**config.mk**
```make
export PLATFORM = sky130hd
export DESIGN_NAME = fbw_writer
export DESIGN_NICKNAME = d
export VERILOG_FILES = /design/src/rtl/fbw_pkg.sv /design/src/rtl/fbw_shift_flip.sv /design/src/rtl/fbw_logic_unit.sv /design/src/rtl/fbw_seq.sv /design/src/rtl/fbw_writer.sv
export SDC_FILE = /design/constraint.sdc
export NUM_CORES = 1
export LEC_CHECK = 0
export BUFFER_PORTS_ARGS = -buffer_cell sky130_fd_sc_hd__buf_2
export CAP_MARGIN = 20
export CORE_AREA = 2 2 102 104
export DETAILED_ROUTE_END_ITERATION = 8
export DIE_AREA = 0 0 104 106
export PLACE_DENSITY = 0.66
export SLEW_MARGIN = 10
export SYNTH_ARGS = -nofsm -noshare
export SYNTH_HDL_FRONTEND = slang
export SYNTH_HIERARCHICAL = 1
export SYNTH_SLANG_ARGS = --single-unit
```
**constraint.sdc**
```tcl
create_clock -name clk -period 5.5 [get_ports clk]
set_clock_uncertainty 0.05 [all_clocks]
set_input_delay 0.55 -clock clk [delete_from_list [all_inputs] [get_ports clk]]
set_output_delay 0.55 -clock clk [all_outputs]
set_load 0.02 [all_outputs]
```
**src/rtl/fbw_pkg.sv**
```systemverilog
package fbw_pkg;
  typedef enum logic [1:0] {
    ST_IDLE = 2'd0,
    ST_RD   = 2'd1,
    ST_WR   = 2'd2
  } fbw_state_t;

  localparam int unsigned OPW = 4;
  typedef logic [OPW-1:0] fbw_op_t;
endpackage

```
**src/rtl/fbw_shift_flip.sv**
```systemverilog
module fbw_shift_flip #(
  parameter int unsigned DW  = 8,
  localparam int unsigned SHW = $clog2(DW)
) (
  input  logic [DW-1:0]  carry_i,
  input  logic [DW-1:0]  data_i,
  input  logic [SHW-1:0] shamt_i,
  input  logic           flip_i,
  output logic [DW-1:0]  src_o
);
  logic [2*DW-1:0] wide;
  logic [DW-1:0]   shifted;
  logic [DW-1:0]   mirrored;

  always_comb begin
    wide    = {carry_i, data_i} >> shamt_i;
    shifted = wide[DW-1:0];
  end

  for (genvar b = 0; b < DW; b++) begin : g_mirror
    assign mirrored[b] = shifted[DW-1-b];
  end

  assign src_o = flip_i ? mirrored : shifted;
endmodule

```
**src/rtl/fbw_logic_unit.sv**
```systemverilog
module fbw_logic_unit
  import fbw_pkg::*;
#(
  parameter int unsigned DW = 8
) (
  input  fbw_op_t       op_i,
  input  logic [DW-1:0] s_i,
  input  logic [DW-1:0] d_i,
  output logic [DW-1:0] res_o,
  output logic          hit_o
);
  always_comb begin
    case (op_i)
      4'd0:  res_o = s_i;
      4'd1:  res_o = s_i | d_i;
      4'd2:  res_o = s_i | ~d_i;
      4'd3:  res_o = '1;
      4'd4:  res_o = s_i & d_i;
      4'd5:  res_o = d_i;
      4'd6:  res_o = ~(s_i ^ d_i);
      4'd7:  res_o = ~s_i | d_i;
      4'd8:  res_o = s_i & ~d_i;
      4'd9:  res_o = s_i ^ d_i;
      4'd10: res_o = ~d_i;
      4'd11: res_o = ~(s_i & d_i);
      4'd12: res_o = '0;
      4'd13: res_o = ~s_i & d_i;
      4'd14: res_o = ~(s_i | d_i);
      default: res_o = ~s_i;
    endcase
    hit_o = |(s_i & d_i);
  end
endmodule

```
**src/rtl/fbw_seq.sv**
```systemverilog
module fbw_seq
  import fbw_pkg::*;
#(
  parameter int unsigned AW = 13,
  parameter int unsigned DW = 8
) (
  input  logic          clk,
  input  logic          rst_n_s,
  input  logic          cpu_we,
  input  logic          cpu_alias,
  input  logic [AW-1:0] cpu_addr,
  input  logic [DW-1:0] cpu_wdata,
  input  logic [DW-1:0] src_i,
  input  fbw_op_t       op_i,
  input  logic [DW-1:0] lu_res_i,
  input  logic          lu_hit_i,
  input  logic          stat_re,
  output logic [DW-1:0] carry_o,
  output logic [DW-1:0] byte_o,
  output fbw_op_t       op_o,
  output logic          cpu_ready,
  output logic          fb_re,
  output logic          fb_we,
  output logic [AW-1:0] fb_addr,
  output logic [DW-1:0] fb_wdata,
  output logic          flag_o
);
  fbw_state_t    state_q, state_d;
  logic [AW-1:0] addr_q;
  logic [DW-1:0] byte_q, carry_q;
  fbw_op_t       op_q;
  logic          alias_q, flag_q, flag_d;
  logic          accept, cap_en, carry_en;

  assign accept   = cpu_we && (state_q == ST_IDLE);
  assign cap_en   = accept;
  assign carry_en = accept && cpu_alias;

  always_comb begin
    state_d = state_q;
    case (state_q)
      ST_IDLE: if (accept) state_d = cpu_alias ? ST_RD : ST_WR;
      ST_RD:   state_d = ST_WR;
      ST_WR:   state_d = ST_IDLE;
      default: state_d = ST_IDLE;
    endcase
  end

  always_comb begin
    flag_d = flag_q;
    if (stat_re) flag_d = 1'b0;
    if (state_q == ST_WR && alias_q && lu_hit_i) flag_d = 1'b1;
  end

  always_ff @(posedge clk or negedge rst_n_s) begin
    if (!rst_n_s) begin
      state_q <= ST_IDLE;
      flag_q  <= 1'b0;
    end else begin
      state_q <= state_d;
      flag_q  <= flag_d;
    end
  end

  always_ff @(posedge clk or negedge rst_n_s) begin
    if (!rst_n_s) begin
      addr_q  <= '0;
      byte_q  <= '0;
      op_q    <= '0;
      alias_q <= 1'b0;
    end else if (cap_en) begin
      addr_q  <= cpu_addr;
      byte_q  <= cpu_alias ? src_i : cpu_wdata;
      op_q    <= op_i;
      alias_q <= cpu_alias;
    end
  end

  always_ff @(posedge clk or negedge rst_n_s) begin
    if (!rst_n_s) begin
      carry_q <= '0;
    end else if (carry_en) begin
      carry_q <= cpu_wdata;
    end
  end

  assign carry_o   = carry_q;
  assign byte_o    = byte_q;
  assign op_o      = op_q;
  assign cpu_ready = (state_q == ST_IDLE);
  assign fb_re     = (state_q == ST_RD);
  assign fb_we     = (state_q == ST_WR);
  assign fb_addr   = addr_q;
  assign fb_wdata  = alias_q ? lu_res_i : byte_q;
  assign flag_o    = flag_q;
endmodule

```
**src/rtl/fbw_writer.sv**
```systemverilog
module fbw_writer
  import fbw_pkg::*;
#(
  parameter int unsigned AW = 13,
  parameter int unsigned DW = 8,
  localparam int unsigned SHW = $clog2(DW),
  localparam int unsigned CW  = SHW + 1 + OPW
) (
  input  logic          clk,
  input  logic          rst_n,
  input  logic          ctl_we,
  input  logic [CW-1:0] ctl_wdata,
  input  logic          cpu_we,
  input  logic          cpu_alias,
  input  logic [AW-1:0] cpu_addr,
  input  logic [DW-1:0] cpu_wdata,
  output logic          cpu_ready,
  input  logic          stat_re,
  output logic [DW-1:0] stat_rdata,
  output logic          fb_re,
  output logic          fb_we,
  output logic [AW-1:0] fb_addr,
  output logic [DW-1:0] fb_wdata,
  input  logic [DW-1:0] fb_rdata
);
  logic [1:0]    rst_sync_q;
  logic          rst_n_s;
  logic [CW-1:0] ctl_q;
  logic [DW-1:0] carry, src, held_src, lu_res;
  fbw_op_t       held_op;
  logic          lu_hit, flag;

  always_ff @(posedge clk or negedge rst_n) begin
    if (!rst_n) rst_sync_q <= 2'b00;
    else        rst_sync_q <= {rst_sync_q[0], 1'b1};
  end
  assign rst_n_s = rst_sync_q[1];

  always_ff @(posedge clk or negedge rst_n_s) begin
    if (!rst_n_s)    ctl_q <= '0;
    else if (ctl_we) ctl_q <= ctl_wdata;
  end

  fbw_shift_flip #(.DW(DW)) shf_i (
    .carry_i (carry),
    .data_i  (cpu_wdata),
    .shamt_i (ctl_q[SHW-1:0]),
    .flip_i  (ctl_q[SHW]),
    .src_o   (src)
  );

  fbw_seq #(.AW(AW), .DW(DW)) seq_i (
    .clk       (clk),
    .rst_n_s   (rst_n_s),
    .cpu_we    (cpu_we),
    .cpu_alias (cpu_alias),
    .cpu_addr  (cpu_addr),
    .cpu_wdata (cpu_wdata),
    .src_i     (src),
    .op_i      (ctl_q[CW-1:CW-OPW]),
    .lu_res_i  (lu_res),
    .lu_hit_i  (lu_hit),
    .stat_re   (stat_re),
    .carry_o   (carry),
    .byte_o    (held_src),
    .op_o      (held_op),
    .cpu_ready (cpu_ready),
    .fb_re     (fb_re),
    .fb_we     (fb_we),
    .fb_addr   (fb_addr),
    .fb_wdata  (fb_wdata),
    .flag_o    (flag)
  );

  fbw_logic_unit #(.DW(DW)) lu_i (
    .op_i  (held_op),
    .s_i   (held_src),
    .d_i   (fb_rdata),
    .res_o (lu_res),
    .hit_o (lu_hit)
  );

  assign stat_rdata = {flag, {(DW-1){1'b0}}};
endmodule

```
==> impl_metrics.py <==
metrics = {
    "detailed_routing": {
        "wire_per_inst_um": 16.5,
        "ant_nets": 0,
        "drc": 0,
        "wirelength_um": 10100,
        "drtPass1Iterations": 6,
        "drt_iter0_drc": 213,
        "routed_via_density": 5.78,
        "num_vias": 3532,
    },
    "place": {
        "gp_congestion": 0.968,
        "hpwl_um": 7500,
        "io_buffers": 67,
    },
    "global_routing": {
        "grt_pass1_wl_um": 16800,
        "grt_max_degree": 45,
        "grt_util_all_layers": 0.183,
        "overflow": 0,
        "grt_antenna_before_repair": 0,
        "grt_pass1_vias": 3421,
    },
    "cts": {
        "clock_latency_ns": 0.30,
        "cts_buffers": 5,
        "clk_pin_slew_ns": 0.09,
        "cts_num_sinks": 46,
        "cts_hold_buf": 1,
        "cts_max_level": 2,
        "post_cts_buffers": 0,
        "cts-root-buf": "clkbuf_8",
        "ctsResizeCount": 0,
        "cts_tree": "yes",
        "clk_path_buf_depth": 2,
    },
    "power_and_ir_drop": {
        "power_density_nw_per_um2": 354,
        "peakVddDrop_v": 0.000212,
        "power_w": 0.00165,
        "p_leak_nw": 2.09,
    },
    "sta": {
        "period_minus_slack_ns": 3.33,
        "max_freq_mhz": 301,
        "worst-slew-pin-transition_ns": 0.922,
        "relSlewSlack": 0.386,
        "post-route-period-util": 0.605,
        "setup_viol": 0,
        "fin_tns_setup_ns": 0,
        "rsz0062_at_grt": "false",
        "final-hold-violation-count": 0,
        "maxSlewViolCount": 0,
    },
    "floorplan": {
        "die_h_um": 106,
        "rows": 37,
        "io_pins": 75,
        "die_w_um": 104,
        "start_util": 0.435,
        "die_area_um2": 11000,
        "core_area_um2": 10000,
    },
    "layout": {
        "fill_cells": 968,
        "nets": 549,
        "n_antenna_cell": 0,
        "fin_util": 0.467,
        "drive_above_1_share": 0.381,
        "syn2layout_area_growth_pct": 7.46,
    },
    "synth": {
        "netlist_instances": 428,
        "yosysWarnings": 6,
        "syn_area_per_cell_um2": 10.2,
        "syn_area_um2": 4350,
    },
    "setup_path": {
        "crit_arrival_ns": 2.73,
        "path_class": "register to primary output",
        "setup.worst_path.end_class": "primary output",
        "r2r_slack_ns": 3.07,
        "worst-endpoint-required_ns": 4.90,
        "start_kind": "register",
        "critPathMaxFanout": 20,
    },
    "outcome": {
        "status": "complete, no violations",
    },
    "min_path": {
        "hp-class": "register to register",
    },
    "flow_run": {
        "cap_violations": 0,
    },
}
## cell type report
type | instances | area (µm²) | area share
sequential | 46 | 1150 | 0.247
inverter | 28 | 110 | 0.0236
multi-input combinational | 321 | 2770 | 0.594
clock buffer | 5 | 68.8 | 0.0147
tap | 136 | 170 | 0.0364
timing repair buffer | 72 | 375 | 0.0804
clock inverter | 3 | 18.8 | 0.00402
## worst paths after layout
| path | startpoint | endpoint | cells past startpoint |
|---|---|---|---|
| max in group asynchronous | rst_sync_q[1] | seq_i/byte_o[2] | 0 |
| min in group asynchronous | rst_sync_q[1] | seq_i/carry_o[6] | 0 |
| worst min register to register | rst_sync_q[0] | rst_sync_q[1] | 0 |
| worst min-delay path | rst_sync_q[0] | rst_sync_q[1] | 0 |
| worst max register to register | ctl_q[0] | seq_i/byte_o[5] | 5 |
| worst max-delay path | seq_i/op_o[3] | fb_wdata[7] | 5 |
## worst max-delay path, cell delays in order (launching register included)
cell and delay [ns]:
dfrtp_1 0.80, and2_1 0.45, and3_1 0.55, a22oi_2 0.15, mux2_2 0.29, buf_2 0.16
## flip-flops by register name, indices dropped and copies added, names as in the netlist
name and flops:
seq_i/byte_o 8, seq_i/flag_o 1, ctl_q 8, seq_i/state_q 2, rst_sync_q 2, seq_i/fb_addr 13, seq_i/carry_o 7, seq_i/alias_q 1
seq_i/op_o 4
## placed cells by master, fill, tap and decap left out, drive strengths merged, types with 2 or more instances in the layout
cell type and instances:
nor2b 8, or3 4, a221o 5, nand2 17
clkbuf 5, clkinv 2, inv 29, a21oi 25
mux2 75, nand3 4, a221oi 11, nand2b 6
a22oi 18, nor3 11, a2111oi 5, conb 8
nor2 23, o21ai 7, a32oi 8, nor4 2
buf 71, a31oi 3, mux2i 13, a211oi 2
dfrtp 46, and2 4, o22ai 14, a2bb2oi 2
and3 3, ha 32
## layer usage
| layer | global-route usage | up-vias | share of wire |
|---|---|---|---|
| met5 | 0 | - | 0 |
| li1 | - | 1657 | - |
| met1 | 0.247 | 1705 | 0.44 |
| met2 | 0.306 | 152 | 0.47 |
| met3 | 0.0325 | 18 | 0.077 |
| met4 | 0.0425 | 0 | 0.013 |
## power by group
part           switching, W  internal, W  leakage [nW]
combinational      0.000492     0.000423          1.50
clock              0.000118    0.0000895        0.0483
sequential         0.000124     0.000406         0.542
total              0.000734     0.000919          2.09
## stage by stage
stage          setup slack (ns)  instance area [µm²]  instances  hold slack (ns)
2_1_floorplan              3.07                 4370        434            0.204
3_3_place_gp               2.55                 4570        602            0.285
3_5_place_dp               2.53                 4570        602            0.287
4_1_cts                    2.16                 4670        611            0.319
5_1_grt                    2.04                 4670        611            0.333
6_report                   2.17                 4670        611            0.316
(Power assumes the default switching activity.)
